**src/rtl/sdram_rf_pkg.sv**
```systemverilog
`timescale 1ns/1ps
package sdram_rf_pkg;

    typedef enum logic [1:0] {
        CMD_NOP   = 2'd0,
        CMD_PREA  = 2'd1,
        CMD_AREF  = 2'd2,
        CMD_SREF  = 2'd3
    } rf_cmd_e;

    typedef enum logic [3:0] {
        ST_IDLE,
        ST_REQ,
        ST_PRE,
        ST_TRP,
        ST_REF,
        ST_RFC,
        ST_SR_ENTER,
        ST_SR_HOLD,
        ST_SR_EXIT
    } rf_state_e;

    typedef struct packed {
        rf_state_e st;
        logic      goal_sr;
        logic      pend;
        logic      missed;
        logic      extra;
    } rf_fsm_regs_t;

endpackage

```
**src/rtl/rf_interval_timer.sv**
```systemverilog
`timescale 1ns/1ps
module rf_interval_timer #(
    parameter int unsigned PERIOD = 1953
) (
    input  logic clk,
    input  logic rst,
    input  logic hold,
    output logic tick
);
    localparam int unsigned CW = $clog2(PERIOD + 1);
    localparam logic [CW-1:0] RELOAD = CW'(PERIOD - 1);

    logic [CW-1:0] cnt_d, cnt_q;

    always_comb begin
        tick = !hold && (cnt_q == '0);
        if (hold || tick) begin
            cnt_d = RELOAD;
        end else begin
            cnt_d = cnt_q - 1'b1;
        end
    end

    always_ff @(posedge clk) begin
        if (rst) begin
            cnt_q <= RELOAD;
        end else begin
            cnt_q <= cnt_d;
        end
    end
endmodule

```
**src/rtl/rf_delay_cnt.sv**
```systemverilog
`timescale 1ns/1ps
module rf_delay_cnt #(
    parameter int unsigned W = 4
) (
    input  logic         clk,
    input  logic         rst,
    input  logic         load,
    input  logic [W-1:0] load_val,
    output logic         zero
);
    logic [W-1:0] cnt_d, cnt_q;

    always_comb begin
        zero = (cnt_q == '0);
        if (load) begin
            cnt_d = load_val;
        end else if (!zero) begin
            cnt_d = cnt_q - 1'b1;
        end else begin
            cnt_d = cnt_q;
        end
    end

    always_ff @(posedge clk) begin
        if (rst) begin
            cnt_q <= '0;
        end else begin
            cnt_q <= cnt_d;
        end
    end
endmodule

```
**src/rtl/rf_seq_fsm.sv**
```systemverilog
`timescale 1ns/1ps
module rf_seq_fsm
    import sdram_rf_pkg::*;
#(
    parameter int unsigned DLY_W   = 4,
    parameter int unsigned TRP_CYC = 3,
    parameter int unsigned RFC_CYC = 10
) (
    input  logic             clk,
    input  logic             rst,
    input  logic             tick,
    input  logic             dly_zero,
    input  logic             arb_gnt,
    input  logic             banks_idle,
    input  logic             sr_req,
    output logic             dly_load,
    output logic [DLY_W-1:0] dly_val,
    output logic             hold,
    output logic             arb_req,
    output logic             cke,
    output logic [1:0]       cmd,
    output logic             sr_ack
);
    // Wait loads: a command state lasts one cycle, so the wait that follows
    // it is one cycle shorter than the spacing; the exit wait counts itself.
    localparam logic [DLY_W-1:0] LD_TRP  = DLY_W'(TRP_CYC - 2);
    localparam logic [DLY_W-1:0] LD_RFC  = DLY_W'(RFC_CYC - 2);
    localparam logic [DLY_W-1:0] LD_EXIT = DLY_W'(RFC_CYC - 1);

    rf_fsm_regs_t r_d, r_q;

    always_comb begin
        r_d      = r_q;
        dly_load = 1'b0;
        dly_val  = '0;
        // A second expiry while one is still pending marks a missed deadline.
        r_d.pend   = r_q.pend | tick;
        r_d.missed = r_q.missed | (tick & r_q.pend);

        unique case (r_q.st)
            ST_IDLE: begin
                if (r_q.pend) begin
                    r_d.st      = ST_REQ;
                    r_d.goal_sr = 1'b0;
                end else if (sr_req) begin
                    r_d.st      = ST_REQ;
                    r_d.goal_sr = 1'b1;
                end
            end
            ST_REQ: begin
                if (arb_gnt) begin
                    if (!banks_idle) begin
                        r_d.st = ST_PRE;
                    end else if (r_q.goal_sr) begin
                        r_d.st = ST_SR_ENTER;
                    end else begin
                        r_d.st = ST_REF;
                    end
                    if (r_q.goal_sr) begin
                        if (banks_idle) begin
                            r_d.pend   = 1'b0;
                            r_d.missed = 1'b0;
                        end
                    end else begin
                        r_d.pend   = tick;
                        r_d.missed = 1'b0;
                        r_d.extra  = r_q.missed;
                    end
                end
            end
            ST_PRE: begin
                dly_load = 1'b1;
                dly_val  = LD_TRP;
                r_d.st   = ST_TRP;
            end
            ST_TRP: begin
                if (dly_zero) begin
                    if (r_q.goal_sr) begin
                        r_d.st     = ST_SR_ENTER;
                        r_d.pend   = 1'b0;
                        r_d.missed = 1'b0;
                    end else begin
                        r_d.st = ST_REF;
                    end
                end
            end
            ST_REF: begin
                dly_load = 1'b1;
                dly_val  = LD_RFC;
                r_d.st   = ST_RFC;
            end
            ST_RFC: begin
                if (dly_zero) begin
                    if (r_q.extra) begin
                        r_d.st    = ST_REF;
                        r_d.extra = 1'b0;
                    end else begin
                        r_d.st = ST_IDLE;
                    end
                end
            end
            ST_SR_ENTER: begin
                r_d.st = ST_SR_HOLD;
            end
            ST_SR_HOLD: begin
                if (!sr_req) begin
                    dly_load = 1'b1;
                    dly_val  = LD_EXIT;
                    r_d.st   = ST_SR_EXIT;
                end
            end
            ST_SR_EXIT: begin
                if (dly_zero) begin
                    r_d.st = ST_IDLE;
                end
            end
            default: r_d.st = ST_IDLE;
        endcase
    end

    always_ff @(posedge clk) begin
        if (rst) begin
            r_q.st      <= ST_IDLE;
            r_q.goal_sr <= 1'b0;
            r_q.pend    <= 1'b0;
            r_q.missed  <= 1'b0;
            r_q.extra   <= 1'b0;
        end else begin
            r_q <= r_d;
        end
    end

    // Moore outputs decoded from the registered state.
    always_comb begin
        arb_req = (r_q.st != ST_IDLE);
        sr_ack  = (r_q.st == ST_SR_ENTER) || (r_q.st == ST_SR_HOLD) ||
                  (r_q.st == ST_SR_EXIT);
        cke     = !((r_q.st == ST_SR_ENTER) || (r_q.st == ST_SR_HOLD));
        hold    = sr_ack;
        unique case (r_q.st)
            ST_PRE:      cmd = CMD_PREA;
            ST_REF:      cmd = CMD_AREF;
            ST_SR_ENTER: cmd = CMD_SREF;
            default:     cmd = CMD_NOP;
        endcase
    end
endmodule

```
**src/rtl/sdram_refresh_seq.sv**
```systemverilog
`timescale 1ns/1ps
module sdram_refresh_seq #(
    parameter int unsigned CLK_PS        = 8000,
    parameter int unsigned TRFC_PS       = 80000,
    parameter int unsigned TRP_PS        = 24000,
    parameter int unsigned REF_WINDOW_NS = 64000000,
    parameter int unsigned REF_COUNT     = 4096
) (
    input  logic       clk,
    input  logic       rst,
    input  logic       arb_gnt,
    input  logic       banks_idle,
    input  logic       sr_req,
    output logic       arb_req,
    output logic       cke,
    output logic [1:0] cmd,
    output logic       sr_ack
);
    // Minimum spacings round up; the average interval rounds down.
    localparam int unsigned TRP_RAW = (TRP_PS + CLK_PS - 1) / CLK_PS;
    localparam int unsigned RFC_RAW = (TRFC_PS + CLK_PS - 1) / CLK_PS;
    localparam int unsigned TRP_CYC = (TRP_RAW < 2) ? 2 : TRP_RAW;
    localparam int unsigned RFC_CYC = (RFC_RAW < 2) ? 2 : RFC_RAW;
    localparam logic [63:0] REFI_RAW =
        (64'(REF_WINDOW_NS) * 64'd1000) / (64'(REF_COUNT) * 64'(CLK_PS));
    localparam int unsigned REFI_CYC = (REFI_RAW < 64'd4) ? 4 : 32'(REFI_RAW);
    localparam int unsigned DLY_MAX  = (TRP_CYC > RFC_CYC) ? TRP_CYC : RFC_CYC;
    localparam int unsigned DLY_W    = $clog2(DLY_MAX + 1);

    logic             tick;
    logic             hold;
    logic             dly_load;
    logic [DLY_W-1:0] dly_val;
    logic             dly_zero;

    rf_interval_timer #(.PERIOD(REFI_CYC)) u_timer (
        .clk  (clk),
        .rst  (rst),
        .hold (hold),
        .tick (tick)
    );

    rf_delay_cnt #(.W(DLY_W)) u_wait (
        .clk      (clk),
        .rst      (rst),
        .load     (dly_load),
        .load_val (dly_val),
        .zero     (dly_zero)
    );

    rf_seq_fsm #(
        .DLY_W   (DLY_W),
        .TRP_CYC (TRP_CYC),
        .RFC_CYC (RFC_CYC)
    ) u_fsm (
        .clk        (clk),
        .rst        (rst),
        .tick       (tick),
        .dly_zero   (dly_zero),
        .arb_gnt    (arb_gnt),
        .banks_idle (banks_idle),
        .sr_req     (sr_req),
        .dly_load   (dly_load),
        .dly_val    (dly_val),
        .hold       (hold),
        .arb_req    (arb_req),
        .cke        (cke),
        .cmd        (cmd),
        .sr_ack     (sr_ack)
    );
endmodule

```
**config.mk**
```make
export PLATFORM = sky130hd
export DESIGN_NAME = sdram_refresh_seq
export DESIGN_NICKNAME = d
export VERILOG_FILES = /design/src/rtl/sdram_rf_pkg.sv /design/src/rtl/rf_interval_timer.sv /design/src/rtl/rf_delay_cnt.sv /design/src/rtl/rf_seq_fsm.sv /design/src/rtl/sdram_refresh_seq.sv
export SDC_FILE = /design/constraint.sdc
export NUM_CORES = 1
export LEC_CHECK = 0
export ABC_AREA = 1
export BUFFER_PORTS_ARGS = -buffer_cell sky130_fd_sc_hd__buf_2
export CAP_MARGIN = 20
export CORE_UTILIZATION = 56
export DETAILED_ROUTE_END_ITERATION = 8
export PLACE_DENSITY_LB_ADDON = 0.08
export SYNTH_ARGS = -nofsm -noshare
export SYNTH_HDL_FRONTEND = slang
export SYNTH_SLANG_ARGS = --single-unit
```
**constraint.sdc**
```tcl
create_clock -name clk -period 1.8 [get_ports clk]
set_input_delay 0.27 -clock clk [delete_from_list [all_inputs] [get_ports clk]]
set_output_delay 0.27 -clock clk [all_outputs]
set_load 0.01 [all_outputs]
```
==> impl_metrics.yaml, run 1 <==
pwr:
  leakagePower_nw: 0.687
  swShare_pct: 45.4
  power_frac_seq_pct: 36.8
  vdd_drop_max_mv: 0.861
  powerDensity_mw_per_mm2: 1360
  p_switching_w: 0.000913
  pwr-share-comb_pct: 51.7
  p_clk_share_pct: 11.5
  p_int_w: 0.00110
cts:
  tritoncts: "done"
  cts_resized: 0
  hold_buffers: 0
  cts_max_path_buffers: 2
  clkSlewWorstSetupHoldPaths_ns: 0.12
  htreeDepth: 1
  cts_buffers: 3
  clockRootBuffer: "clkbuf_4"
  clk_latency_ns: 0.30
  cts.sinks: 23
  cts_setup_buffers: 0
global_routing:
  grt_usage_pct: 23.2
  grt_start_max_net_pins: 13
  grt_pass1_vias: 1158
  grtUsageMet2_pct: 47.0
  antenna_found_initial: 0
  globalRouteMet3Util_pct: 3.22
  overflow: 0
  met1_usage_pct: 24.1
  top_usage_layer: "met2"
  grt_pass1_wl_mm: 4.65
yosys:
  synth-edff-count: 0
  synthesis.area_mm2: 0.00138
  synth_top_cell_by_area: "dfxtp_1"
  synthSimpleGateAreaFrac_pct: 40.4
  synth_ff_type: "dfxtp_1"
  yosysWarnings: 0
  synthTopCellsByCount: "nand2_1, nor2_1, inv_1"
  ys_types: 33
  synthArstFlopShare_pct: 0
  ys_ff_latch: 23
  synth-xor-area-share_pct: 1.91
  synthAdderAreaFrac_pct: 2.72
  synth_top_family_by_area: "simple AND/OR/NAND/NOR gates"
  syn_inst: 198
  synth_top_area_share_pct: 33.4
  synth_mux_area_share_pct: 0
  yosys-top-cells-area: "dfxtp_1, nand2_1, nor2_1"
  synth_seq_area_share_pct: 33.4
  syn_avg_cell_area_um2: 6.96
  synth_fp_nets: 206
  post-synth-top-count-cell: "nand2_1"
  synth_compound_area_share_pct: 12.7
detailed_routing:
  totalWireLength_mm: 2.77
  detailedRoute.firstPassIterationCount: 4
  postRouteAntennaNets: 0
  drc_errors: 0
  drt_iter0_markers: 27
  viasPerCell: 5.31
  wire_per_inst_um: 11.6
  via_count: 1268
worst_hold_path:
  holdPathStages: 2
  hp-class: "in2reg"
status:
  status: "completed"
critical_path:
  critPathMaxFanout: 6
  critical_path.endpoint_type: "primary output"
  crit_type: "reg2out"
  r2r_cells: 9
  cp.required_ns: 1.53
  critPathArrivalTime_ns: 1.36
  critPathLaunchType: "flip-flop"
sta:
  worstMarginPinSlew_ns: 0.302
  relSlewSlack_pct: 79.8
  rsz0062_at_grt: "no"
  report.final.slew_viol_count: 0
  setup_viol: 0
  timing.final.crit_share_pct: 90.6
  tns_ns: 0
  fmax_mhz: 613
  fin_crit_ns: 1.63
  hold_viol: 0
  clock-skew-final_ns: 0.00407
floorplan:
  die_area_mm2: 0.00266
  die_w_um: 51.6
  initial_core_util_pct: 61.1
  rows: 17
  die_y_um: 51.6
  coreArea_mm2: 0.00225
  ios: 10
cells_and_area:
  layout.nets: 220
  syn2layout_area_growth_pct: 7.72
  utilization_pct: 65.8
  n_antenna_cell: 0
  drive_gt1_share_pct: 19.0
run:
  max_cap_violations: 0
placement:
  dpl.hpwl_mm: 2.24
  place.gp.congestion: 0.790
  io_buffers: 9
[area by class of cell]
cell class	instances	area (um2)
clock buffers	4	26.3
well taps	28	35.0
flip-flops and latches	23	460
inverters	32	121
multi-input cells	143	796
fillers	206	771
repair buffers	9	45.0
[worst paths after layout]
check | startpoint | end | slack [ns]
setup reg to reg | u_wait.cnt_q[0]$_SDFFE_PP0P_ | u_fsm.r_q[4]$_SDFFE_PP0P_ | 0.32
hold / removal | rst | u_fsm.r_q[2]$_SDFF_PP0_ | 0.22
hold reg to reg | u_timer.cnt_q[0]$_SDFF_PP0_ | u_timer.cnt_q[0]$_SDFF_PP0_ | 0.42
setup / recovery | u_fsm.r_q[4]$_SDFFE_PP0P_ | arb_req | 0.17
[flip-flops by register name, indices dropped and copies added, names as in the netlist]
signal and cells:
u_fsm.r_q 8, u_wait.cnt_q 4, u_timer.cnt_q 11
[power by group through the flow]
stage,Combinational (W),Sequential [W],Clock [W]
2_1_floorplan,0.000847,0.000725,0
3_3_place_gp,0.00100,0.000742,0
3_5_place_dp,0.00104,0.000751,0
4_1_cts,0.00104,0.000738,0.000245
5_1_grt,0.00119,0.000752,0.000269
6_report,0.00104,0.000741,0.000232
[cells in the final DEF (no fill, tap or decap)]
| cell type | n |
|---|---|
| nor3_4 | 1 |
| a21oi_2 | 1 |
| and3_1 | 1 |
| nand4_1 | 1 |
| buf_2 | 9 |
| nor3_2 | 1 |
| and2_1 | 1 |
| clkinv_1 | 1 |
| nor2_2 | 4 |
| o211ai_1 | 3 |
| clkbuf_1 | 1 |
| nand3_1 | 15 |
| nor3_1 | 3 |
| inv_1 | 25 |
| o21ai_1 | 2 |
| o21ai_0 | 7 |
| nand2_2 | 1 |
| o21ai_4 | 1 |
| nand2_1 | 37 |
| nand2_4 | 2 |
| xor2_1 | 2 |
| o21a_1 | 1 |
| ha_1 | 3 |
| nand3b_2 | 1 |
| nand3_4 | 1 |
| dfxtp_1 | 23 |
| nor4_1 | 1 |
| clkbuf_4 | 3 |
| xnor2_1 | 1 |
| nor2_4 | 5 |
| nor2_1 | 28 |
| a21oi_1 | 15 |
| inv_2 | 5 |
| nand3_2 | 2 |
| or2_2 | 2 |
| clkinv_2 | 1 |
[layer usage]
metal  share of wire (%)  routed length, um
met5                   0                  0
met2                  53               1470
met4                0.51                 14
met1                  43               1200
met3                 3.1                 85
[critical path: stages, from the launching register on]
cell and delay [ns]:
dfxtp_1 0.40, nor2_2 0.21, inv_2 0.09, nor2_1 0.16
inv_1 0.07, buf_2 0.14
[cell families after synthesis]
family | count (synthesis)
adder cells (fa/ha/maj) | 3
AND/OR/NAND/NOR | 107
flip-flops | 23
AO/OA/AOI/OAI | 30
XOR/XNOR | 3
buffers and inverters | 32
[per-stage QoR]
| step | power (W) | instances | setup WS, ns | instance area (um2) | hold slack (ns) |
|---|---|---|---|---|---|
| floorplan | 0.00157 | 198 | 0.511 | 1380 | 0.332 |
| global placement | 0.00175 | 235 | 0.393 | 1460 | 0.401 |
| detailed placement | 0.00179 | 235 | 0.337 | 1460 | 0.405 |
| CTS | 0.00202 | 239 | 0.160 | 1480 | 0.217 |
| global route | 0.00221 | 239 | 0.0722 | 1480 | 0.210 |
| finish | 0.00201 | 239 | 0.169 | 1480 | 0.222 |
(Power assumes the default switching activity.)
==> run 2: changes to the inputs <==
- BUFFER_PORTS_ARGS: -buffer_cell sky130_fd_sc_hd__buf_2 -> -buffer_cell sky130_fd_sc_hd__buf_4
==> run 2 against run 1 <==
Clock skew decreased by 0.0019 ns. Non-clock buffer count grew 1. Final area grew 2.0%. Die area unchanged.
==> impl_metrics.yaml, run 2 (synthesis results as in run 1) <==
floorplan:
  ios: 10
  die_area_mm2: 0.00266
  die_w_um: 51.6
  initial_core_util_pct: 61.1
  coreArea_mm2: 0.00225
  rows: 17
  die_y_um: 51.6
critical_path:
  crit_type: "reg2out"
  critical_path.endpoint_type: "primary output"
  timing.rr.start: "u_wait.cnt_q[0]$_SDFFE_PP0P_"
  slowest_stage: "dfxtp_1"
  ff2ff_setup_slack_ns: 0.27
  crit_buf_inv: 3
  path_delay_family: "flip-flops"
  critPathMaxFanout: 6
  critPathArrivalTime_ns: 1.36
  crit_cells: 5
  crit_path_start: "u_fsm.r_q[4]$_SDFFE_PP0P_"
  crit_chain: "nor2_2, inv_2, nor2_1, inv_1, buf_4"
  endpoint: "arb_req"
  r2r-end: "u_fsm.r_q[5]$_SDFFE_PP0P_"
  r2r_cells: 9
  critPathLaunchType: "flip-flop"
  cp_slowest_stage_delay_ns: 0.39
  cp.required_ns: 1.53
detailed_routing:
  postRouteAntennaNets: 0
  totalWireLength_mm: 2.80
  drt_iter0_markers: 21
  viasPerCell: 5.21
  via_count: 1250
  wire_per_inst_um: 11.7
  drc_errors: 0
  detailedRoute.firstPassIterationCount: 4
placement:
  io_buffers: 9
  placed_area_mm2: 0.00149
  dpl.hpwl_mm: 2.26
  place.gp.congestion: 0.794
  placed_cells: 236
  pre_cts_ws_ns: 0.314
cts:
  cts.sinks: 23
  cts_buffers: 3
  cts_max_path_buffers: 2
  tritoncts: "done"
  htreeDepth: 1
  cts_setup_buffers: 0
  hold_buffers: 0
  clk_latency_ns: 0.30
  clkSlewWorstSetupHoldPaths_ns: 0.12
  clockRootBuffer: "clkbuf_4"
  cts_resized: 0
sta:
  timing.final.crit_share_pct: 90.7
  setup_viol: 0
  hold_viol: 0
  fin_crit_ns: 1.63
  tns_ns: 0
  fmax_mhz: 612
  relSlewSlack_pct: 79.7
  report.final.slew_viol_count: 0
  finalWorstSetupSlack_ns: 0.167
  clock-skew-final_ns: 0.00220
  rsz0062_at_grt: "no"
  worstMarginPinSlew_ns: 0.303
worst_hold_path:
  hp-class: "in2reg"
  holdPathStages: 2
  min_from: "rst"
cells_and_area:
  final_common_cell: "nand2_1"
  stdcell_area_mm2: 0.00151
  layout_common_cells: "nand2_1, nor2_1, inv_1"
  drive_gt1_share_pct: 19.3
  layout.nets: 221
  layout.cells.non_filler: 240
  largest-register: "u_timer.cnt_q"
  n_antenna_cell: 0
  utilization_pct: 67.1
  largestRegisters: "u_timer.cnt_q (11), u_fsm.r_q (8), u_wait.cnt_q (4)"
  syn2layout_area_growth_pct: 9.90
  largest_reg_flops: 11
global_routing:
  grt_pass1_wl_mm: 4.85
  grt_usage_pct: 24.0
  antenna_found_initial: 0
  overflow: 0
  grt_pass1_vias: 1171
  grt_start_max_net_pins: 13
status:
  status: "completed"
pwr:
  leakagePower_nw: 0.698
  vdd_drop_max_mv: 0.967
  powerDensity_mw_per_mm2: 1360
run:
  max_cap_violations: 0
## run 2: changes by cell type in the layout (fill, tap and decap cells not counted), sizes merged
cell	delta
buf	+1
## run 2: worst min-delay path by stage
stage	end	slack [ns]
5_1_grt	u_fsm.r_q[2]$_SDFF_PP0_	0.17
6_report	u_fsm.r_q[2]$_SDFF_PP0_	0.18
3_5_place_dp	u_timer.cnt_q[0]$_SDFF_PP0_	0.43
2_1_floorplan	u_fsm.r_q[2]$_SDFF_PP0_	0.33
3_3_place_gp	u_timer.cnt_q[0]$_SDFF_PP0_	0.40
4_1_cts	u_fsm.r_q[2]$_SDFF_PP0_	0.17
## run 2: per-layer routing
layer  part of all wire, %  track usage, %  wire [um]
met4                  0.75            6.76         21
met2                    51            45.0       1430
met1                    47            28.3       1300
met5                     0               0          0
met3                   1.7            2.63         48
## run 2: power breakdown
part           internal (W)  switching (W)
Sequential         0.000633       0.000104
Combinational      0.000412       0.000671
Clock             0.0000865       0.000147
## run 2: final cells by class
cell class | count | area [um2]
sequential | 23 | 460
timing repair buffer | 10 | 75.1
fill | 203 | 741
tap | 28 | 35.0
multi-input combinational | 143 | 796
clock buffer | 4 | 26.3
inverter | 32 | 121
## run 2: through the flow
step                      hold WS, ns  power [W]
after floorplan                 0.332    0.00157
after global placement          0.402    0.00179
after detailed placement        0.428    0.00183
after CTS                       0.167    0.00206
after global routing            0.166    0.00226
final                           0.180    0.00205
